===== src/rtl/ptw_pkg.sv =====
package ptw_pkg;

   typedef enum logic [2:0] {
      WS_IDLE     = 3'd0,
      WS_OUT_REQ  = 3'd1,
      WS_OUT_WAIT = 3'd2,
      WS_IN_REQ   = 3'd3,
      WS_IN_WAIT  = 3'd4,
      WS_DONE     = 3'd5
   } walk_state_e;

   localparam logic LVL_OUTER = 1'b0;
   localparam logic LVL_INNER = 1'b1;

endpackage


===== src/rtl/ptw_entry_addr.sv =====
module ptw_entry_addr #(
   parameter int AW       = 30,
   parameter int IDX_W    = 12,
   parameter int ENTRY_LG2 = 2
) (
   input  logic [AW-1:0]    base,
   input  logic [IDX_W-1:0] idx,
   output logic [AW-1:0]    entry_addr
);

   localparam int PAD_W = AW - IDX_W - ENTRY_LG2;

   if (PAD_W < 1) begin : g_bad_width
      $error("ptw_entry_addr: index plus entry size must be narrower than the address");
   end

   logic [AW-1:0] offset_bytes;

   if (ENTRY_LG2 == 0) begin : g_byte_entries
      assign offset_bytes = {{PAD_W{1'b0}}, idx};
   end else begin : g_wide_entries
      assign offset_bytes = {{PAD_W{1'b0}}, idx, {ENTRY_LG2{1'b0}}};
   end

   assign entry_addr = base + offset_bytes;

endmodule


===== src/rtl/ptw_entry_decode.sv =====
module ptw_entry_decode #(
   parameter int DATA_W    = 32,
   parameter int VALID_BIT = 31,
   parameter int FIELD_W   = 30
) (
   input  logic [DATA_W-1:0]  entry,
   output logic               ent_valid,
   output logic [FIELD_W-1:0] ent_field
);

   if (VALID_BIT >= DATA_W) begin : g_bad_valid
      $error("ptw_entry_decode: valid flag lies outside the entry");
   end
   if (FIELD_W > VALID_BIT) begin : g_bad_field
      $error("ptw_entry_decode: payload overlaps the valid flag");
   end

   assign ent_valid = entry[VALID_BIT];
   assign ent_field = entry[FIELD_W-1:0];

   logic unused_entry_bits;
   assign unused_entry_bits = ^entry;

endmodule


===== src/rtl/ptw_root_reg.sv =====
module ptw_root_reg #(
   parameter int            AW        = 30,
   parameter logic [AW-1:0] RESET_VAL = '0
) (
   input  logic          clk,
   input  logic          rst_n,
   input  logic          wr_en,
   input  logic [AW-1:0] wr_addr,
   input  logic          may_write,
   output logic [AW-1:0] root
);

   always_ff @(posedge clk or negedge rst_n) begin
      if (!rst_n) begin
         root <= RESET_VAL;
      end else if (wr_en && may_write) begin
         root <= wr_addr;
      end
   end


   root_locked_chk: assert property (@(posedge clk) disable iff (!rst_n)
      !may_write |=> $stable(root));

endmodule


===== src/rtl/ptw_walk_ctrl.sv =====
module ptw_walk_ctrl
   import ptw_pkg::*;
#(
   parameter int VA_W      = 32,
   parameter int OUTER_W   = 12,
   parameter int INNER_W   = 8,
   parameter int OFF_W     = 12,
   parameter int AW        = 30,
   parameter int DATA_W    = 32,
   parameter int PPN_W     = 18,
   parameter int VALID_BIT = 31,
   parameter int ENTRY_LG2 = 2
) (
   input  logic              clk,
   input  logic              rst_n,
   input  logic [AW-1:0]     root,
   output logic              root_may_write,
   input  logic              req_valid,
   output logic              req_ready,
   input  logic [VA_W-1:0]   req_vaddr,
   output logic              rsp_valid,
   input  logic              rsp_ready,
   output logic [AW-1:0]     rsp_paddr,
   output logic              rsp_fault,
   output logic              rsp_fault_level,
   output logic              mem_req_valid,
   input  logic              mem_req_ready,
   output logic [AW-1:0]     mem_req_addr,
   input  logic              mem_rsp_valid,
   input  logic [DATA_W-1:0] mem_rsp_data
);

   localparam int OUTER_LSB = INNER_W + OFF_W;

   if (OUTER_W + INNER_W + OFF_W != VA_W) begin : g_bad_split
      $error("ptw_walk_ctrl: index and offset widths must fill the virtual address");
   end
   if (PPN_W + OFF_W != AW) begin : g_bad_pa
      $error("ptw_walk_ctrl: page number plus offset must equal the physical width");
   end

   walk_state_e           state_q, state_d;
   logic [VA_W-1:0]       vaddr_q;
   logic [AW-1:0]         table_q;
   logic [AW-1:0]         paddr_q;
   logic                  fault_q;
   logic                  level_q;

   logic [OUTER_W-1:0]    outer_idx;
   logic [INNER_W-1:0]    inner_idx;
   logic [OFF_W-1:0]      page_off;

   logic                  tbl_valid;
   logic [AW-1:0]         tbl_base;
   logic                  page_valid;
   logic [PPN_W-1:0]      page_num;

   logic [AW-1:0]         outer_addr;
   logic [AW-1:0]         inner_addr;

   logic                  accept;
   logic                  outer_back;
   logic                  inner_back;

   assign outer_idx = vaddr_q[OUTER_LSB +: OUTER_W];
   assign inner_idx = vaddr_q[OFF_W +: INNER_W];
   assign page_off  = vaddr_q[OFF_W-1:0];

   ptw_entry_decode #(
      .DATA_W   (DATA_W),
      .VALID_BIT(VALID_BIT),
      .FIELD_W  (AW)
   ) u_outer_dec (
      .entry    (mem_rsp_data),
      .ent_valid(tbl_valid),
      .ent_field(tbl_base)
   );

   ptw_entry_decode #(
      .DATA_W   (DATA_W),
      .VALID_BIT(VALID_BIT),
      .FIELD_W  (PPN_W)
   ) u_inner_dec (
      .entry    (mem_rsp_data),
      .ent_valid(page_valid),
      .ent_field(page_num)
   );

   ptw_entry_addr #(
      .AW       (AW),
      .IDX_W    (OUTER_W),
      .ENTRY_LG2(ENTRY_LG2)
   ) u_outer_addr (
      .base      (root),
      .idx       (outer_idx),
      .entry_addr(outer_addr)
   );

   ptw_entry_addr #(
      .AW       (AW),
      .IDX_W    (INNER_W),
      .ENTRY_LG2(ENTRY_LG2)
   ) u_inner_addr (
      .base      (table_q),
      .idx       (inner_idx),
      .entry_addr(inner_addr)
   );

   assign accept     = (state_q == WS_IDLE) && req_valid;
   assign outer_back = (state_q == WS_OUT_WAIT) && mem_rsp_valid;
   assign inner_back = (state_q == WS_IN_WAIT) && mem_rsp_valid;

   always_comb begin
      state_d = state_q;
      unique case (state_q)
         WS_IDLE:     if (req_valid) state_d = WS_OUT_REQ;
         WS_OUT_REQ:  if (mem_req_ready) state_d = WS_OUT_WAIT;
         WS_OUT_WAIT: if (mem_rsp_valid) state_d = tbl_valid ? WS_IN_REQ : WS_DONE;
         WS_IN_REQ:   if (mem_req_ready) state_d = WS_IN_WAIT;
         WS_IN_WAIT:  if (mem_rsp_valid) state_d = WS_DONE;
         WS_DONE:     if (rsp_ready) state_d = WS_IDLE;
         default:     state_d = WS_IDLE;
      endcase
   end

   always_ff @(posedge clk or negedge rst_n) begin
      if (!rst_n) begin
         state_q <= WS_IDLE;
      end else begin
         state_q <= state_d;
      end
   end

   always_ff @(posedge clk or negedge rst_n) begin
      if (!rst_n) begin
         vaddr_q <= '0;
         table_q <= '0;
      end else begin
         if (accept) vaddr_q <= req_vaddr;
         if (outer_back && tbl_valid) table_q <= tbl_base;
      end
   end

   always_ff @(posedge clk or negedge rst_n) begin
      if (!rst_n) begin
         paddr_q <= '0;
         fault_q <= 1'b0;
         level_q <= LVL_OUTER;
      end else if (outer_back && !tbl_valid) begin
         paddr_q <= '0;
         fault_q <= 1'b1;
         level_q <= LVL_OUTER;
      end else if (inner_back) begin
         level_q <= LVL_INNER;
         if (page_valid) begin
            paddr_q <= {page_num, page_off};
            fault_q <= 1'b0;
         end else begin
            paddr_q <= '0;
            fault_q <= 1'b1;
         end
      end
   end

   assign req_ready       = (state_q == WS_IDLE);
   assign root_may_write  = (state_q == WS_IDLE) && !req_valid;
   assign mem_req_valid   = (state_q == WS_OUT_REQ) || (state_q == WS_IN_REQ);
   assign mem_req_addr    = (state_q == WS_IN_REQ) ? inner_addr : outer_addr;
   assign rsp_valid       = (state_q == WS_DONE);
   assign rsp_paddr       = paddr_q;
   assign rsp_fault       = fault_q;
   assign rsp_fault_level = level_q;


   mem_hold_chk: assert property (@(posedge clk) disable iff (!rst_n)
      (mem_req_valid && !mem_req_ready) |=> (mem_req_valid && $stable(mem_req_addr)));


   one_outstanding_chk: assert property (@(posedge clk) disable iff (!rst_n)
      (mem_req_valid && mem_req_ready) |=> !mem_req_valid);


   outer_fault_stop_chk: assert property (@(posedge clk) disable iff (!rst_n)
      (outer_back && !tbl_valid) |=> (!mem_req_valid && rsp_valid && rsp_fault && !rsp_fault_level));


   rsp_hold_chk: assert property (@(posedge clk) disable iff (!rst_n)
      (rsp_valid && !rsp_ready) |=> (rsp_valid && $stable(rsp_paddr) && $stable(rsp_fault)
                                     && $stable(rsp_fault_level)));


   busy_excl_chk: assert property (@(posedge clk) disable iff (!rst_n)
      req_ready |-> (!rsp_valid && !mem_req_valid));


   fault_pa_zero_chk: assert property (@(posedge clk) disable iff (!rst_n)
      (rsp_valid && rsp_fault) |-> (rsp_paddr == '0));

endmodule


===== src/rtl/pt_walker.sv =====
module pt_walker #(
   parameter int            VA_W      = 32,
   parameter int            OUTER_W   = 12,
   parameter int            INNER_W   = 8,
   parameter int            OFF_W     = 12,
   parameter int            AW        = 30,
   parameter int            DATA_W    = 32,
   parameter int            PPN_W     = 18,
   parameter int            VALID_BIT = 31,
   parameter int            ENTRY_LG2 = 2,
   parameter logic [AW-1:0] ROOT_INIT = '0
) (
   input  logic              clk,
   input  logic              rst_n,
   input  logic              root_wr_en,
   input  logic [AW-1:0]     root_wr_addr,
   input  logic              req_valid,
   output logic              req_ready,
   input  logic [VA_W-1:0]   req_vaddr,
   output logic              rsp_valid,
   input  logic              rsp_ready,
   output logic [AW-1:0]     rsp_paddr,
   output logic              rsp_fault,
   output logic              rsp_fault_level,
   output logic              mem_req_valid,
   input  logic              mem_req_ready,
   output logic [AW-1:0]     mem_req_addr,
   input  logic              mem_rsp_valid,
   input  logic [DATA_W-1:0] mem_rsp_data
);

   logic [AW-1:0] root;
   logic          root_may_write;

   ptw_root_reg #(
      .AW       (AW),
      .RESET_VAL(ROOT_INIT)
   ) u_root (
      .clk      (clk),
      .rst_n    (rst_n),
      .wr_en    (root_wr_en),
      .wr_addr  (root_wr_addr),
      .may_write(root_may_write),
      .root     (root)
   );

   ptw_walk_ctrl #(
      .VA_W     (VA_W),
      .OUTER_W  (OUTER_W),
      .INNER_W  (INNER_W),
      .OFF_W    (OFF_W),
      .AW       (AW),
      .DATA_W   (DATA_W),
      .PPN_W    (PPN_W),
      .VALID_BIT(VALID_BIT),
      .ENTRY_LG2(ENTRY_LG2)
   ) u_ctrl (
      .clk            (clk),
      .rst_n          (rst_n),
      .root           (root),
      .root_may_write (root_may_write),
      .req_valid      (req_valid),
      .req_ready      (req_ready),
      .req_vaddr      (req_vaddr),
      .rsp_valid      (rsp_valid),
      .rsp_ready      (rsp_ready),
      .rsp_paddr      (rsp_paddr),
      .rsp_fault      (rsp_fault),
      .rsp_fault_level(rsp_fault_level),
      .mem_req_valid  (mem_req_valid),
      .mem_req_ready  (mem_req_ready),
      .mem_req_addr   (mem_req_addr),
      .mem_rsp_valid  (mem_rsp_valid),
      .mem_rsp_data   (mem_rsp_data)
   );

endmodule


===== config.mk =====
export PLATFORM = sky130hd
export DESIGN_NAME = pt_walker
export DESIGN_NICKNAME = d
export VERILOG_FILES = /design/src/rtl/ptw_pkg.sv /design/src/rtl/ptw_entry_addr.sv /design/src/rtl/ptw_entry_decode.sv /design/src/rtl/ptw_root_reg.sv /design/src/rtl/ptw_walk_ctrl.sv /design/src/rtl/pt_walker.sv
export SDC_FILE = /design/constraint.sdc
export NUM_CORES = 1
export LEC_CHECK = 0
export BUFFER_PORTS_ARGS = -buffer_cell sky130_fd_sc_hd__buf_2
export CAP_MARGIN = 40
export CORE_MARGIN = 2
export CORE_UTILIZATION = 48
export CTS_CLUSTER_SIZE = 12
export DETAILED_ROUTE_END_ITERATION = 12
export HOLD_SLACK_MARGIN = 0.12
export PLACE_DENSITY = 0.73
export SLEW_MARGIN = 20
export SYNTH_ARGS = -nofsm -noshare
export SYNTH_HDL_FRONTEND = slang
export SYNTH_SLANG_ARGS = --single-unit
export TNS_END_PERCENT = 100

===== constraint.sdc =====
create_clock -name clk -period 3.15 [get_ports clk]
set_input_delay 0.4725 -clock clk [delete_from_list [all_inputs] [get_ports clk]]
set_output_delay 0.4725 -clock clk [all_outputs]
set_load 0.005 [all_outputs]

==> flow_metrics.env, run 1 <==
export IMPL_p_leak_nw=4.17
export IMPL_grt_first_pass_wirelength_um=27200
export IMPL_grt_antenna_before_repair=0
export IMPL_switching_share=0.381
export IMPL_gr_total_overflow=0
export IMPL_die_area_mm2=0.0150
export IMPL_root_buffer="clkbuf_16"
export IMPL_start_util=0.489
export IMPL_die_h_um=122
export IMPL_cpMostUsedCell="a31oi_4"
export IMPL_p_clk_frac=0.214
export IMPL_io_buffers=164
export IMPL_crit_path_end_kind="output port"
export IMPL_clk_latency_ns=0.42
export IMPL_critical_path_startpoint_type="flip-flop"
export IMPL_row_count=43
export IMPL_vdd_ir_drop_max_mv=0.557
export IMPL_tightest_slew_ns=0.723
export IMPL_setup_viol=9
export IMPL_tritoncts="built"
export IMPL_drc=0
export IMPL_status="complete, but fails checks"
export IMPL_p_per_area_mw_per_mm2=1180
export IMPL_io_pins=166
export IMPL_drt_iter0_markers=261
export IMPL_die_x_um=122
export IMPL_clk_path_buf_depth=2
export IMPL_fp_coreArea_mm2=0.0138
export IMPL_drtAntennaViolNets=0
export IMPL_antenna_diode_count=0
export IMPL_seq_area_frac_synth=0.472
export IMPL_switchingPower_w=0.00398
export IMPL_yosys_warnings=0
export IMPL_violations="setup timing"
export IMPL_clock_sinks=127
export IMPL_max_freq_mhz=305
export IMPL_globalplace_congestion=0.836
export IMPL_nets=877
export IMPL_worstPathMaxFanout=8
export IMPL_p_int_w=0.00646
export IMPL_p_seq_frac=0.294
export IMPL_relSlewSlack=0.518
export IMPL_async_flop_share=1.00
export IMPL_min_period_ns=3.28
export IMPL_drive_gt1_frac=0.477
export IMPL_cts_made_buffers=17
export IMPL_crit_type="flip-flop to output port"
export IMPL_dp_slack_ns=0.0735
export IMPL_avgRoutedWirePerCell_um=18.6
export IMPL_layout_common_cells="buf_2 (163), dfrtp_1 (127), mux2_2 (93)"
export IMPL_comb_power_share=0.493
export IMPL_slew_viol_final=0
export IMPL_hpwl_um=12300
export IMPL_ys_types=54
export IMPL_drt_first_pass_iters=6
export IMPL_rsz0062_at_grt="yes"
export IMPL_cts_htree_levels=4
export IMPL_grt_util_all_layers=0.239
export IMPL_hp_class="primary input to flip-flop"
export IMPL_grt_max_degree=63
export IMPL_slowest_delay_ns=0.35
export IMPL_synth_edf_count=0
export IMPL_final_common_cell="buf_2"
export IMPL_place_area_mm2=0.00776
export IMPL_cp_slowest_cell="dfrtp_1"
export IMPL_clk_pin_slew_worst_paths_ns=0.05
export IMPL_worst_ep_required_time_ns=2.68
export IMPL_wl_um=17600
export IMPL_nFillCells=1110
export IMPL_maxCapViolCount=0
export IMPL_setup_slack_ns=-0.125
export IMPL_cp_data_arrival_time_ns=2.80
export IMPL_syn_nets=702
export IMPL_syn_cell_area_mm2=0.00674
export IMPL_cp_cell_sequence="ha_2 -> inv_2 -> fa_2 -> and2b_1 -> o211ai_2 -> a31oi_4 -> a31oi_4 -> buf_12 -> nor3b_4 -> xnor2_1 -> mux2i_1 -> buf_2"
export IMPL_ys_flop_type="dfrtp_1"
export IMPL_ys_ff_latch=127
export IMPL_syn_inst=579
export IMPL_fin_area_mm2=0.00887
export IMPL_via_per_inst=5.51
export IMPL_finalHoldViolations=0
export IMPL_grt_pass1_vias=5313
export IMPL_fin_skew_ns=0.00607
export IMPL_area_growth_pct=31.7
export IMPL_vias=5219
export IMPL_fin_crit_sh=1.04
export IMPL_syn_avg_cell_area_um2=11.6
## per-layer routing
layer / up-vias / GRT usage / part of all wire
met1: 2575 / 0.312 / 0.44
li1: 2445 / - / -
met4: 0 / 0.0891 / 0.022
met3: 30 / 0.0627 / 0.064
met2: 169 / 0.383 / 0.47
met5: - / 0 / 0
## kinds of logic after synthesis
kind of cell	after synthesis	synth area share
flip-flops	127	0.472
multiplexers	107	0.176
adder cells (fa/ha/maj)	22	0.0431
buffers and inverters	42	0.0258
XOR/XNOR	47	0.0611
AO/OA/AOI/OAI	111	0.123
AND/OR/NAND/NOR	123	0.0988
## Yosys cell counts, types with 11 or more instances
cell | number | area (um2)
ha_1 | 20 | 250
dfrtp_1 | 127 | 3180
a21oi_1 | 20 | 100
nor2_1 | 24 | 90.1
nand3_1 | 11 | 55.1
buf_2 | 12 | 60.1
inv_1 | 13 | 48.8
o21ai_0 | 18 | 90.1
xor2_1 | 26 | 228
xnor2_1 | 21 | 184
mux2i_1 | 14 | 140
nand2_1 | 31 | 116
mux2_2 | 93 | 1050
clkbuf_1 | 14 | 52.6
a22o_1 | 30 | 263
## final timing paths
path / depth (start not counted) / slack, ns / from / to
worst max register to register: 4 / 0.90 / u_ctrl.state_q[2] / u_ctrl.vaddr_q[29]
worst max-delay path: 12 / -0.13 / u_root.root[2] / mem_req_addr[26]
min in group asynchronous: 2 / 0.55 / rst_n / u_ctrl.vaddr_q[26]
worst min-delay path: 3 / 0.28 / req_vaddr[21] / u_ctrl.vaddr_q[21]
worst min register to register: 1 / 0.49 / u_ctrl.vaddr_q[7] / u_ctrl.rsp_paddr[7]
max in group asynchronous: 4 / 1.71 / rst_n / u_ctrl.rsp_paddr[29]
## power groups by stage
stage | Combinational, W | Sequential [W] | Clock, W
floorplan | 0.00307 | 0.00286 | 0
global route | 0.00560 | 0.00317 | 0.00235
CTS | 0.00476 | 0.00303 | 0.00226
detailed placement | 0.00445 | 0.00302 | 0
finish | 0.00515 | 0.00307 | 0.00223
global placement | 0.00432 | 0.00298 | 0
## through the flow
stage	setup TNS [ns]	std cells	hold WS, ns	util	power, W
floorplan	0	579	0.177	-	0.00593
global placement	0	903	0.470	0.563	0.00730
finish	-0.692	947	0.278	0.644	0.0104
CTS	-0.617	939	0.186	0.627	0.0101
global route	-2.20	947	0.275	0.644	0.0111
detailed placement	0	903	0.483	0.563	0.00747
## what timing repair did
item                                    4_1_cts  5_1_grt
pin swaps                                    15       14
endpoints found under the setup margin       20       21
buffers inserted                              4        5
hold endpoints to repair                      0       33
hold buffers                                  0        1
resized for setup                            24       31
cloned                                        0        1
## state kept, by name, indices dropped and copies added (netlist names)
register,count
u_ctrl.vaddr_q,32
u_ctrl.rsp_paddr,30
u_ctrl.table_q,30
u_root.root,30
u_ctrl.state_q,3
u_ctrl.rsp_fault,1
u_ctrl.rsp_fault_level,1
## critical path: cells and delay by family, from the launching register on
| family | cells | cell delay [ns] |
|---|---|---|
| compound gates | 3 | 0.48 |
| xor+xnor | 1 | 0.15 |
| fa+ha+maj | 2 | 0.52 |
| buf+inv | 3 | 0.36 |
| flops | 1 | 0.35 |
| mux | 1 | 0.09 |
| simple gates | 2 | 0.44 |
## cell type report
| class | instances | area, um2 | area share |
|---|---|---|---|
| tap | 180 | 225 | 0.0254 |
| clock buffer | 21 | 480 | 0.0542 |
| timing repair buffer | 184 | 1030 | 0.116 |
| sequential | 127 | 3180 | 0.358 |
| clock inverter | 11 | 200 | 0.0226 |
| inverter | 13 | 48.8 | 0.00550 |
| multi-input combinational | 411 | 3710 | 0.418 |
No activity file was read; power rests on OpenSTA's default activity.
==> inputs of run 2 (changes only) <==
--- a/config.mk
+++ b/config.mk
@@ -5,16 +5,16 @@
 export SDC_FILE = /design/constraint.sdc
 export NUM_CORES = 1
 export LEC_CHECK = 0
-export BUFFER_PORTS_ARGS = -buffer_cell sky130_fd_sc_hd__buf_2
 export CAP_MARGIN = 40
 export CORE_MARGIN = 2
 export CORE_UTILIZATION = 48
 export CTS_CLUSTER_SIZE = 12
 export DETAILED_ROUTE_END_ITERATION = 12
+export DONT_BUFFER_PORTS = 1
 export HOLD_SLACK_MARGIN = 0.12
-export PLACE_DENSITY = 0.73
 export SLEW_MARGIN = 20
 export SYNTH_ARGS = -nofsm -noshare
 export SYNTH_HDL_FRONTEND = slang
+export SYNTH_HIERARCHICAL = 1
 export SYNTH_SLANG_ARGS = --single-unit
 export TNS_END_PERCENT = 100
==> run 2 against run 1 <==
Against the previous run: utilization decreased by 12 points; largest power group unchanged; critical path depth decreased by 4; wire length decreased by 11%; combinational power decreased by 11%; the flow finishes with violations (hold timing); synthesized cell count increased by 6.0%; count of clock-buffer cells in the layout decreased by 3; first-iteration DRC count decreased by 5.4%; critical endpoint is now mem_req_addr[22].
==> flow_metrics.env, run 2 <==
export IMPL_status="complete, but fails checks"
export IMPL_violations="hold timing"
export IMPL_slew_viol_final=0
export IMPL_crit_path_end_kind="output port"
export IMPL_ys_ff_latch=127
export IMPL_top_register="u_ctrl/vaddr_q"
export IMPL_syn_nets=737
export IMPL_p_leak_nw=3.54
export IMPL_vias=4439
export IMPL_drt_iter0_markers=247
export IMPL_gr_total_overflow=0
export IMPL_synth_area_leader_cell="dfrtp_1"
export IMPL_fp_coreArea_mm2=0.0151
export IMPL_syn_avg_cell_area_um2=12.1
export IMPL_nets=690
export IMPL_synth_commonest_cells="dfrtp_1 (127), buf_4 (58), mux2_1 (54)"
export IMPL_ys_top_cells_by_area="dfrtp_1 (43%), mux2_1 (8.2%), mux2_4 (6.1%)"
export IMPL_hpwl_um=11200
export IMPL_antenna_diode_count=0
export IMPL_area_growth_pct=6.69
export IMPL_relSlewSlack=0.574
export IMPL_grt_util_all_layers=0.196
export IMPL_place_area_mm2=0.00712
export IMPL_ys_types=57
export IMPL_fin_crit_sh=0.973
export IMPL_clock_sinks=127
export IMPL_p_per_area_mw_per_mm2=1210
export IMPL_io_buffers=0
export IMPL_via_per_inst=5.78
export IMPL_yosysMostFrequentCell="dfrtp_1"
export IMPL_fin_area_mm2=0.00790
export IMPL_maxCapViolCount=0
export IMPL_layout_common_cells="dfrtp_1 (127), mux2_1 (54), mux2_2 (36)"
export IMPL_clk_latency_ns=0.41
export IMPL_setup_viol=0
export IMPL_globalplace_congestion=0.859
export IMPL_rsz0062_at_grt="yes"
export IMPL_root_buffer="clkbuf_16"
export IMPL_syn_cell_area_mm2=0.00740
export IMPL_worst_ep_required_time_ns=2.68
export IMPL_final_common_cell="dfrtp_1"
export IMPL_seq_area_frac_synth=0.429
export IMPL_synth_edf_count=0
export IMPL_die_x_um=128
export IMPL_row_count=45
export IMPL_io_pins=166
export IMPL_drive_gt1_frac=0.266
export IMPL_clk_pin_slew_worst_paths_ns=0.06
export IMPL_min_period_ns=3.06
export IMPL_power_w=0.00954
export IMPL_drtAntennaViolNets=0
export IMPL_die_area_mm2=0.0164
export IMPL_cts_htree_levels=4
export IMPL_drc=0
export IMPL_avgRoutedWirePerCell_um=20.5
export IMPL_worstPathMaxFanout=8
export IMPL_drt_first_pass_iters=4
export IMPL_grt_pass1_vias=4603
export IMPL_crit_type="flip-flop to output port"
export IMPL_grt_first_pass_wirelength_um=24700
export IMPL_nFillCells=1327
export IMPL_largest_reg_flops=32
export IMPL_fin_skew_ns=0.00773
export IMPL_async_flop_share=1.00
export IMPL_finalHoldViolations=127
export IMPL_yosys_warnings=6
export IMPL_tritoncts="built"
export IMPL_die_h_um=128
export IMPL_rrSetupSlack_ns=1.17
export IMPL_ys_flop_type="dfrtp_1"
export IMPL_max_freq_mhz=326
export IMPL_grt_max_degree=128
export IMPL_grt_antenna_before_repair=0
export IMPL_whs_ns=-0.246
export IMPL_start_util=0.489
export IMPL_clk_path_buf_depth=2
export IMPL_cp_data_arrival_time_ns=2.59
export IMPL_hp_class="primary input to asynchronous set/reset pin"
export IMPL_tightest_slew_ns=0.638
export IMPL_syn_inst=614
export IMPL_wl_um=15700
export IMPL_yosysTopAreaCellShare=0.429
export IMPL_vdd_ir_drop_max_mv=0.517
export IMPL_cts_made_buffers=17
export IMPL_critical_path_startpoint_type="flip-flop"
==> run 2: per-stage QoR <==
stage	hold slack [ns]	setup TNS (ns)	utilization	cells	worst slack, ns
6_report	-0.246	0	0.522	768	0.0854
5_1_grt	-0.276	-0.0205	0.522	768	-0.0203
4_1_cts	-0.268	-0.00584	0.512	763	-0.00584
3_5_place_dp	0.182	0	0.470	729	0.366
3_3_place_gp	0.180	0	0.469	728	0.404
2_1_floorplan	0.177	0	-	614	0.651
==> run 2: layout make-up <==
cell class              count  area (um2)  share of cell area
clock inverters            14         133              0.0168
inverters                  12        45.0             0.00570
flip-flops and latches    127        3180               0.402
multi-input cells         397        3760               0.475
well taps                 188         235              0.0298
clock buffers              18         439              0.0556
repair buffers             12         114              0.0144
==> run 2: critical path, cell delays in order, from the launching register on <==
cell      delay, ns
dfrtp_1        0.40
ha_4           0.18
fa_2           0.39
a211oi_2       0.29
o21ai_2        0.12
nand4_4        0.19
a211oi_2       0.12
xor2_1         0.18
mux2_2         0.31
==> run 2: cell families (layout without fill, tap and decap cells) <==
group,Yosys count,after routing,share of synthesized area
XOR/XNOR,51,51,0.0603
AND/OR/NAND/NOR,90,90,0.0681
multiplexers,123,123,0.202
flip-flops,127,127,0.429
buffers and inverters,91,56,0.0845
adder cells (fa/ha/maj),22,22,0.0392
AO/OA/AOI/OAI,110,111,0.117
==> run 2: repair_timing <==
item | 4_1_cts | 5_1_grt
pin swaps | 3 | 17
gates cloned | 1 | 0
gates resized for setup | 8 | 24
setup buffers | 1 | 4
hold endpoints to repair | 127 | 127
setup endpoints to repair | 16 | 19
==> run 2: final timing paths <==
path	from	to	cells past startpoint
worst min-delay path	rst_n	u_ctrl/vaddr_q[23]	0
min in group clk	mem_rsp_data[1]	u_ctrl/table_q[1]	1
worst max-delay path	u_ctrl/vaddr_q[20]	mem_req_addr[22]	8
worst min register to register	u_ctrl/vaddr_q[10]	u_ctrl/rsp_paddr[10]	1
worst max register to register	u_ctrl/state_q[1]	u_ctrl/rsp_paddr[13]	4
max in group asynchronous	rst_n	u_ctrl/table_q[23]	0
==> run 2: report_power, final <==
part	internal, W	switching, W
logic	0.00231	0.00225
clock network	0.00112	0.000752
registers	0.00239	0.000730
total	0.00581	0.00373
==> run 2: layer usage <==
metal	GRT usage	up-vias	wire length [um]
met2	0.306	138	7280
met3	0.0772	11	1140
met4	0.0543	0	119
li1	-	2075	-
met5	0	-	0
met1	0.254	2215	7180
==> inputs of run 3 (changes only) <==
--- a/config.mk
+++ b/config.mk
@@ -12,6 +12,7 @@
 export DETAILED_ROUTE_END_ITERATION = 12
 export DONT_BUFFER_PORTS = 1
 export HOLD_SLACK_MARGIN = 0.12
+export REMOVE_ABC_BUFFERS = 1
 export SLEW_MARGIN = 20
 export SYNTH_ARGS = -nofsm -noshare
 export SYNTH_HDL_FRONTEND = slang
==> run 3 against run 2 <==
Against the previous run: the run still ends with hold timing left; wire length is 4.3% higher; critical path depth unchanged; final area is 0.90% higher.
==> flow_metrics.env, run 3 (synthesized netlist as in run 2, its figures left out) <==
export IMPL_clk_path_buf_depth=2
export IMPL_power_w=0.00972
export IMPL_cts_htree_levels=4
export IMPL_p_leak_nw=3.55
export IMPL_nets=690
export IMPL_worstPathMaxFanout=8
export IMPL_final_common_cell="dfrtp_1"
export IMPL_cp_data_arrival_time_ns=2.58
export IMPL_p_int_w=0.00595
export IMPL_place_area_mm2=0.00716
export IMPL_wl_um=16400
export IMPL_tightest_slew_ns=0.637
export IMPL_gr_total_overflow=0
export IMPL_cts_made_buffers=17
export IMPL_tritoncts="built"
export IMPL_start_util=0.489
export IMPL_min_period_ns=3.05
export IMPL_via_per_inst=5.86
export IMPL_die_area_mm2=0.0164
export IMPL_slew_viol_final=0
export IMPL_area_growth_pct=7.65
export IMPL_largest_reg_flops=32
export IMPL_worst_ep_required_time_ns=2.68
export IMPL_fp_coreArea_mm2=0.0151
export IMPL_grt_first_pass_wirelength_um=25500
export IMPL_violations="hold timing"
export IMPL_io_buffers=0
export IMPL_vias=4511
export IMPL_rrSetupSlack_ns=1.13
export IMPL_clk_latency_ns=0.42
export IMPL_fin_skew_ns=0.0155
export IMPL_drt_first_pass_iters=8
export IMPL_crit_path_end_kind="output port"
export IMPL_top_register="u_ctrl/vaddr_q"
export IMPL_drt_iter0_markers=236
export IMPL_grt_util_all_layers=0.203
export IMPL_grt_max_degree=128
export IMPL_comb_power_share=0.473
export IMPL_hpwl_um=11700
export IMPL_whs_ns=-0.240
export IMPL_max_freq_mhz=328
export IMPL_p_per_area_mw_per_mm2=1220
export IMPL_status="complete, but fails checks"
export IMPL_avgRoutedWirePerCell_um=21.3
export IMPL_fin_crit_sh=0.969
export IMPL_clock_sinks=127
export IMPL_row_count=45
export IMPL_p_seq_frac=0.321
export IMPL_globalplace_congestion=0.859
export IMPL_drc=0
export IMPL_relSlewSlack=0.575
export IMPL_fin_area_mm2=0.00797
export IMPL_switchingPower_w=0.00377
export IMPL_finalHoldViolations=127
export IMPL_die_h_um=128
export IMPL_top_layer_used="met5"
export IMPL_crit_type="flip-flop to output port"
export IMPL_root_buffer="clkbuf_16"
export IMPL_critical_path_startpoint_type="flip-flop"
export IMPL_vdd_ir_drop_max_mv=0.525
export IMPL_hp_class="primary input to asynchronous set/reset pin"
export IMPL_maxCapViolCount=0
export IMPL_die_x_um=128
export IMPL_p_clk_frac=0.207
export IMPL_setup_viol=0
export IMPL_drive_gt1_frac=0.267
export IMPL_clk_pin_slew_worst_paths_ns=0.06
export IMPL_io_pins=166
export IMPL_route_met3_wl_um=1070
export IMPL_wl_met2_um=7680
export IMPL_switching_share=0.388
export IMPL_grt_antenna_before_repair=3
export IMPL_layout_common_cells="dfrtp_1 (127), mux2_1 (54), mux2_2 (37)"
export IMPL_drtAntennaViolNets=0
export IMPL_wl_met1_um=7370
export IMPL_grt_pass1_vias=4650
[run 3: cell count changes in the layout (fill, tap and decap cells not counted), sizes merged]
cell and change:
diode +2, clkinv -5, inv +2, bufinv +1
clkbuf +2
[run 3: per-stage QoR]
stage                      util  worst slack (ns)  hold slack (ns)  instances  setup TNS (ns)
after floorplan               -             0.557            0.177        535               0
after global routing      0.526          -0.00821           -0.276        770         -0.0169
final                     0.526            0.0973           -0.240        770               0
after CTS                 0.517           -0.0290           -0.269        764          -0.114
after detailed placement  0.473             0.377            0.181        730               0
after global placement    0.469             0.389            0.182        727               0
[run 3: cell type report]
class	count	area [um2]
Clock buffer	20	467
Multi-Input combinational cell	397	3760
Antenna cell	2	5.00
Sequential cell	127	3180
Tap cell	188	235
Clock inverter	12	145
Fill cell	1283	7170
Inverter	12	45.0
Timing Repair Buffer	12	134
[run 3: critical path, stage by stage, from the launching register on]
cell and delay [ns]:
dfrtp_1 0.39, ha_1 0.38, o21ai_0 0.11, nor2_1 0.22, o41ai_4 0.11, buf_6 0.15, a2111oi_4 0.37, xor2_1 0.25
mux2_2 0.20
[run 3: path summary, 6_finish.rpt]
| path | from | end | cells past startpoint |
|---|---|---|---|
| setup / recovery | u_root/root[10] | mem_req_addr[26] | 8 |
| hold / removal | rst_n | u_ctrl/rsp_paddr[22] | 0 |
| setup reg to reg | u_ctrl/state_q[1] | u_ctrl/table_q[27] | 4 |
| hold reg to reg | u_ctrl/vaddr_q[8] | u_ctrl/vaddr_q[8] | 1 |
| max in group asynchronous | rst_n | u_root/root[0] | 0 |
| min in group clk | mem_rsp_data[0] | u_ctrl/table_q[0] | 1 |
[run 3: timing repair]
action,CTS,global route
endpoints found under the hold margin,127,127
gates cloned,1,0
pin swaps,4,15
setup endpoints to repair,15,19
resized for setup,7,25
setup buffers,1,4
[run 3: layer usage]
metal,up-vias,global-route usage
met4,2,0.0627
li1,2084,-
met1,2253,0.258
met3,22,0.0772
met2,150,0.321
met5,-,0
[run 3: power groups by stage]
stage	Sequential (W)	Combinational [W]	Clock, W
2_1_floorplan	0.00289	0.00338	0
3_3_place_gp	0.00307	0.00413	0
3_5_place_dp	0.00310	0.00427	0
4_1_cts	0.00309	0.00442	0.00206
5_1_grt	0.00323	0.00502	0.00214
6_report	0.00312	0.00459	0.00201
